===== src/rtl/pmr_pkg.sv =====
package pmr_pkg;

    typedef enum logic [2:0] {
        ST_DOWN,
        ST_FIBER,
        ST_FORCED,
        ST_NEGOTIATED,
        ST_PARALLEL,
        ST_MII
    } res_state_t;

    // ability vector index: 0 10H, 1 10F, 2 100H, 3 100F (index order is priority)
    localparam int ABIL_N = 4;
    localparam int ABIL_IDX_W = $clog2(ABIL_N);

    // shadow field positions decoded from the write port
    localparam int CTL_SPD_BIT   = 13;
    localparam int CTL_ANEG_BIT  = 12;
    localparam int CTL_FULL_BIT  = 8;
    localparam int ADV_BASE_BIT  = 5;
    localparam int ADV_PAUSE_BIT = 10;
    localparam int EN_BIT        = 0;

    typedef struct packed {
        logic link;
        logic spd100;
        logic full;
        logic pause;
        logic via_mii;
    } mac_mode_t;

endpackage


===== src/rtl/pmr_regs.sv =====
module pmr_regs
    import pmr_pkg::*;
#(
    parameter int ADDR_W    = 5,
    parameter int DATA_W    = 16,
    parameter int CTRL_ADDR = 0,
    parameter int ADV_ADDR  = 4,
    parameter int EN_ADDR   = 16
) (
    input  logic              clk,
    input  logic              rst_n,
    input  logic              strap_utp,
    input  logic              strap_aneg,
    input  logic              strap_spd100,
    input  logic              strap_full,
    input  logic              strap_pause,
    input  logic              wr_en,
    input  logic [ADDR_W-1:0] wr_addr,
    input  logic [DATA_W-1:0] wr_data,
    output logic              utp_mode,
    output logic              aneg_en,
    output logic              force_spd100,
    output logic              force_full,
    output logic [ABIL_N-1:0] adv_abil,
    output logic              adv_pause,
    output logic              port_en
);

    localparam logic [ADDR_W-1:0] A_CTRL = ADDR_W'(CTRL_ADDR);
    localparam logic [ADDR_W-1:0] A_ADV  = ADDR_W'(ADV_ADDR);
    localparam logic [ADDR_W-1:0] A_EN   = ADDR_W'(EN_ADDR);

    logic hit_ctrl, hit_adv, hit_en;
    assign hit_ctrl = wr_en && (wr_addr == A_CTRL);
    assign hit_adv  = wr_en && (wr_addr == A_ADV);
    assign hit_en   = wr_en && (wr_addr == A_EN);

    logic unused_wr_bits;
    assign unused_wr_bits = ^wr_data;

    always_ff @(posedge clk) begin
        if (!rst_n) begin
            utp_mode     <= strap_utp;
            aneg_en      <= strap_aneg;
            force_spd100 <= strap_spd100;
            force_full   <= strap_full;
            adv_abil     <= {strap_spd100 & strap_full, strap_spd100, strap_full, 1'b1};
            adv_pause    <= strap_pause;
            port_en      <= 1'b1;
        end else begin
            if (hit_ctrl) begin
                aneg_en      <= wr_data[CTL_ANEG_BIT];
                force_spd100 <= wr_data[CTL_SPD_BIT];
                force_full   <= wr_data[CTL_FULL_BIT];
            end
            if (hit_adv) begin
                adv_abil  <= wr_data[ADV_BASE_BIT +: ABIL_N];
                adv_pause <= wr_data[ADV_PAUSE_BIT];
            end
            if (hit_en) begin
                port_en <= wr_data[EN_BIT];
            end
        end
    end

    AST_CTRL_WRITE_LANDS: assert property (@(posedge clk) disable iff (!rst_n)
        hit_ctrl |=> (aneg_en == $past(wr_data[CTL_ANEG_BIT]))
                  && (force_full == $past(wr_data[CTL_FULL_BIT])));
    AST_ADV_WRITE_LANDS: assert property (@(posedge clk) disable iff (!rst_n)
        hit_adv |=> (adv_abil == $past(wr_data[ADV_BASE_BIT +: ABIL_N])));
    AST_EN_WRITE_LANDS: assert property (@(posedge clk) disable iff (!rst_n)
        hit_en |=> (port_en == $past(wr_data[EN_BIT])));

endmodule


===== src/rtl/pmr_pick.sv =====
module pmr_pick
    import pmr_pkg::*;
(
    input  logic [ABIL_N-1:0] common,
    output logic              valid,
    output logic              spd100,
    output logic              full
);

    logic [ABIL_IDX_W-1:0] best;

    // scan upward so the highest-priority shared ability is the last one kept
    always_comb begin
        valid = 1'b0;
        best  = '0;
        for (int i = 0; i < ABIL_N; i++) begin
            if (common[i]) begin
                valid = 1'b1;
                best  = ABIL_IDX_W'(i);
            end
        end
    end

    assign spd100 = best[1];
    assign full   = best[0];

endmodule


===== src/rtl/port_mode_resolver.sv =====
module port_mode_resolver
    import pmr_pkg::*;
#(
    parameter int ADDR_W    = 5,
    parameter int DATA_W    = 16,
    parameter int CTRL_ADDR = 0,
    parameter int ADV_ADDR  = 4,
    parameter int EN_ADDR   = 16
) (
    input  logic              clk,
    input  logic              rst_n,
    input  logic              strap_utp,
    input  logic              strap_aneg,
    input  logic              strap_spd100,
    input  logic              strap_full,
    input  logic              strap_pause,
    input  logic              wr_en,
    input  logic [ADDR_W-1:0] wr_addr,
    input  logic [DATA_W-1:0] wr_data,
    input  logic              utp_link,
    input  logic              lp_neg,
    input  logic [3:0]        lp_abil,
    input  logic              lp_pause,
    input  logic              pd_speed100,
    input  logic              mii_link,
    input  logic              mii_speed100,
    input  logic              mii_full,
    input  logic              mii_pause,
    output logic              mac_link,
    output logic              mac_speed100,
    output logic              mac_full,
    output logic              mac_pause,
    output logic              mac_via_mii
);

    logic              utp_mode, aneg_en, force_spd100, force_full, adv_pause, port_en;
    logic [ABIL_N-1:0] adv_abil;
    logic [ABIL_N-1:0] common;
    logic              pick_valid, pick_spd100, pick_full;

    res_state_t state_q, state_d;
    mac_mode_t  mode_q;

    pmr_regs #(
        .ADDR_W   (ADDR_W),
        .DATA_W   (DATA_W),
        .CTRL_ADDR(CTRL_ADDR),
        .ADV_ADDR (ADV_ADDR),
        .EN_ADDR  (EN_ADDR)
    ) u_regs (
        .clk         (clk),
        .rst_n       (rst_n),
        .strap_utp   (strap_utp),
        .strap_aneg  (strap_aneg),
        .strap_spd100(strap_spd100),
        .strap_full  (strap_full),
        .strap_pause (strap_pause),
        .wr_en       (wr_en),
        .wr_addr     (wr_addr),
        .wr_data     (wr_data),
        .utp_mode    (utp_mode),
        .aneg_en     (aneg_en),
        .force_spd100(force_spd100),
        .force_full  (force_full),
        .adv_abil    (adv_abil),
        .adv_pause   (adv_pause),
        .port_en     (port_en)
    );

    assign common = adv_abil & lp_abil;

    pmr_pick u_pick (
        .common(common),
        .valid (pick_valid),
        .spd100(pick_spd100),
        .full  (pick_full)
    );

    // next-state choice, evaluated in priority order
    always_comb begin
        state_d = ST_DOWN;
        if (!port_en) begin
            state_d = ST_DOWN;
        end else if (!utp_mode && utp_link) begin
            state_d = ST_FIBER;
        end else if (utp_mode && utp_link && !aneg_en) begin
            state_d = ST_FORCED;
        end else if (utp_mode && utp_link && !lp_neg) begin
            state_d = ST_PARALLEL;
        end else if (utp_mode && utp_link && pick_valid) begin
            state_d = ST_NEGOTIATED;
        end else if (mii_link) begin
            state_d = ST_MII;
        end
    end

    // state register
    always_ff @(posedge clk) begin
        if (!rst_n) state_q <= ST_DOWN;
        else        state_q <= state_d;
    end

    // output register
    always_ff @(posedge clk) begin
        if (!rst_n) begin
            mode_q <= '0;
        end else begin
            unique case (state_d)
                ST_DOWN:       mode_q <= '0;
                ST_FIBER:      mode_q <= '{link: 1'b1, spd100: 1'b1, full: force_full,
                                           pause: force_full & adv_pause, via_mii: 1'b0};
                ST_FORCED:     mode_q <= '{link: 1'b1, spd100: force_spd100, full: force_full,
                                           pause: force_full & adv_pause, via_mii: 1'b0};
                ST_NEGOTIATED: mode_q <= '{link: 1'b1, spd100: pick_spd100, full: pick_full,
                                           pause: pick_full & adv_pause & lp_pause, via_mii: 1'b0};
                ST_PARALLEL:   mode_q <= '{link: 1'b1, spd100: pd_speed100, full: 1'b0,
                                           pause: 1'b0, via_mii: 1'b0};
                ST_MII:        mode_q <= '{link: 1'b1, spd100: mii_speed100, full: mii_full,
                                           pause: mii_full & mii_pause, via_mii: 1'b1};
                default:       mode_q <= '0;
            endcase
        end
    end

    assign mac_link     = mode_q.link;
    assign mac_speed100 = mode_q.spd100;
    assign mac_full     = mode_q.full;
    assign mac_pause    = mode_q.pause;
    assign mac_via_mii  = mode_q.via_mii;

    AST_EN_HIDES_LINK: assert property (@(posedge clk) disable iff (!rst_n)
        !port_en |=> !mac_link);
    AST_HALF_NO_PAUSE: assert property (@(posedge clk) disable iff (!rst_n)
        !mac_full |-> !mac_pause);
    AST_PARALLEL_HALF: assert property (@(posedge clk) disable iff (!rst_n)
        (state_q == ST_PARALLEL) |-> (!mac_full && mac_link));
    AST_FIBER_FIXED: assert property (@(posedge clk) disable iff (!rst_n)
        (state_q == ST_FIBER) |-> (mac_speed100 && !mac_via_mii));
    AST_UTP_FIRST: assert property (@(posedge clk) disable iff (!rst_n)
        (port_en && utp_mode && utp_link && !aneg_en) |=> !mac_via_mii);

endmodule


===== config.mk =====
export PLATFORM = sky130hd
export DESIGN_NAME = port_mode_resolver
export DESIGN_NICKNAME = d
export VERILOG_FILES = /design/src/rtl/pmr_pkg.sv /design/src/rtl/pmr_regs.sv /design/src/rtl/pmr_pick.sv /design/src/rtl/port_mode_resolver.sv
export SDC_FILE = /design/constraint.sdc
export NUM_CORES = 1
export LEC_CHECK = 0
export ABC_AREA = 0
export BUFFER_PORTS_ARGS = -buffer_cell sky130_fd_sc_hd__buf_2
export CAP_MARGIN = 40
export CORE_AREA = 2 2 48 55
export CTS_CLUSTER_SIZE = 24
export DETAILED_ROUTE_END_ITERATION = 8
export DIE_AREA = 0 0 50 57
export PLACE_DENSITY = 0.69
export SLEW_MARGIN = 20
export SYNTH_ARGS = -nofsm -noshare
export SYNTH_HDL_FRONTEND = slang
export SYNTH_SLANG_ARGS = --single-unit

===== constraint.sdc =====
create_clock -name clk -period 4.35 [get_ports clk]
set_clock_uncertainty 0.05 [all_clocks]
set_input_delay 0.435 -clock clk [delete_from_list [all_inputs] [get_ports clk]]
set_output_delay 0.435 -clock clk [all_outputs]
set_load 0.05 [all_outputs]

==> results.cfg <==
[worst_setup_path]
reg2reg_to = mac_pause
start_kind = flip-flop
path_cells = a22o_1 > nor4b_1 > nor3_2 > or4b_1 > a31oi_1
cp_slowest_cell = or4b_1
crit_required_ns = 4.52
cp_num_cells = 5
rrSetupSlack_ns = 2.55
endpoint = mac_pause
cp_max_fo = 8
startpoint = u_regs.adv_abil[0]
path_delay_family = simple AND/OR/NAND/NOR gates
path_buf_inv = 0
worstPathArrival_ns = 1.97
worst_path_largest_cell_delay_ns = 0.47
end_kind = flip-flop
r2r-start = u_regs.adv_abil[0]
rr_worst_depth = 5
crit_type = reg2reg

[timing]
final-hold-violation-count = 0
setup_violations = 0
post-route-period-util_pct = 41.4
setup_tns_ns = 0
rsz0062_at_grt = false
setup_ws_ns = 2.55
slew-limit-headroom_pct = 70.2
worstMarginPinSlew_ns = 0.445
slew_violations = 0
min_period_ns = 1.80
fmax_ghz = 0.556

[clock_tree]
worstSkewPairLatency_ns = 0.28
clk_pin_slew_ns = 0.09
post_cts_resized = 0
htreeDepth = 1
cts_root_buffer = clkbuf_4
clockBufferDepth = 2
cts_made_buffers = 3
cts_sinks = 15
cts_setup_buffers = 0
ctsHoldBuffers = 0
cts_tree = built

[detailed_routing]
vias = 793
drc = 0
drt-total-wl_mm = 1.79
dr.pass1.iters = 4
wl_per_cell_um = 11.2
avgViaCountPerCell = 4.96
first_iter_violations = 6
antenna_left = 0

[hold_path]
hold_class = in2reg

[floorplanning]
coreArea_sq_mm = 0.00235
start_util_pct = 34.7
die_x_um = 50
ios = 46
dieArea_sq_mm = 0.00285
die_h_um = 57
rows = 19

[synth]
syn_nets = 130
netlist_instances = 89
synthArstFlopShare_pct = 0
synthAdderAreaFrac_pct = 0
yosys.area_share.simple_pct = 26.2
muxShareOfSynthArea_pct = 3.98
seq_area_frac_synth_pct = 46.6
yosysUniqueCellTypes = 34
syn_avg_cell_area_sq_um = 9.18
yosysWarnings = 0
synth-edff-count = 8
synth-xor-area-share_pct = 0
ys_seq_elements = 15
syn_area_sq_um = 817
yosys_most_used_dff = edfxtp_1
synth_compound_area_share_pct = 20.1
synth_top_family_by_area = simple AND/OR/NAND/NOR gates

[finish]
largest-register = u_regs.adv_abil
antennaDiodeCount = 0
largest_register_ffs = 4
multi_input_area_sq_um = 410
nets = 171
fillers = 240
syn_to_final_growth_pct = 30.3
seq_area_sq_um = 380
drive_gt1_share_pct = 37.2

[pwr]
power.density_cell_area_mw_per_mm2 = 302
irDropWorstVdd_uv = 151
cellLeakagePower_nw = 0.489

[placed_design]
port_buffers = 37
dp_hpwl_mm = 1.50
place_congestion = 0.822
dp_slack_ns = 2.26

[global_routing]
grt_max_degree = 13
grt_pass1_wl_mm = 2.95
overflow = 0
grt_pass1_vias = 733
antenna_found_initial = 0
busiest_layer = met2
met1_usage_pct = 13.9
grtUsageMet2_pct = 25.0
grt_use_total_pct = 14.0
use_met3_pct = 3.66

[flow_run]
drv_cap = 0

[status]
outcome = completed
-- per-layer routing --
layer,wire [um],share of wire [%]
met1,676,38
met3,117,6.6
met2,944,53
met4,47,2.6
met5,0,0
-- cell usage after synthesis (all sizes together), types with 2 or more instances --
cell type,count,area share (%)
a211oi,3,2.8
a21oi,3,2.3
a22o,2,3.2
a31oi,2,1.5
dfxtp,7,17
edfxtp,8,29
inv,6,2.8
mux2,2,2.8
nand2,20,9.2
nand3,5,3.1
nor2,4,1.8
nor2b,2,1.5
nor3,3,2.5
nor4b,2,2.1
o21ai,5,3.1
-- worst register-to-register path: cells and delay by family (launching register included) --
kind / cells / cell delay (ns)
simple gates: 3 / 0.96
compound gates: 2 / 0.36
flops: 1 / 0.35
-- logic make-up (layout without fill, tap and decap cells) --
logic type / Yosys count / count (layout)
and+or+nand+nor: 42 / 42
AOI/OAI and AO/OA: 22 / 22
DFF: 15 / 15
buffers and inverters: 7 / 47
muxes: 3 / 3
-- worst min path at each step --
stage                     depth (start not counted)               start  slack (ns)            endpoint
final                                             1           strap_utp        0.28     u_regs.utp_mode
after floorplan                                   2  u_regs.adv_abil[0]        0.39  u_regs.adv_abil[0]
after global placement                            2  u_regs.adv_abil[0]        0.42  u_regs.adv_abil[0]
after global routing                              1           strap_utp        0.26     u_regs.utp_mode
after detailed placement                          2  u_regs.adv_abil[0]        0.42  u_regs.adv_abil[0]
after CTS                                         1           strap_utp        0.27     u_regs.utp_mode
-- through the flow --
step                      utilization, %  area [sq um]  total power, mW  hold slack (ns)  cells
after CTS                           45.2          1060            0.325            0.274    160
final                               45.2          1060            0.321            0.282    160
after global placement              44.1          1040            0.243            0.419    156
after floorplan                        -           817            0.218            0.391     89
after detailed placement            44.1          1040            0.245            0.421    156
after global routing                45.2          1060            0.341            0.259    160
-- report_power, final --
group          leakage (nW)  total, mW  switching, mW  internal [mW]
Clock                0.0177     0.0795         0.0454         0.0341
Sequential            0.135      0.168        0.00630          0.161
Combinational         0.336     0.0741         0.0439         0.0302
Total                 0.489      0.321         0.0956          0.226
-- cell type report --
type / count / area share, %
multi-input combinational: 67 / 38.5
sequential: 15 / 35.7
timing repair buffer: 37 / 17.4
tap: 31 / 3.64
clock buffer: 3 / 2.12
inverter: 6 / 2.12
clock inverter: 1 / 0.470
-- layout by cell type, fill, tap and decap left out, drive strengths merged, types with 2 or more instances in the layout --
cell type and n:
nor3 3, o21ai 5, dfxtp 7, clkbuf 3
a22o 2, inv 6, buf 37, a211oi 3
mux2 2, nor4b 2, edfxtp 8, a21oi 3
nand3 5, nand2 20, nor2b 2, nor2 4
a31oi 2
Note: power is estimated with default switching activity, not from simulation.
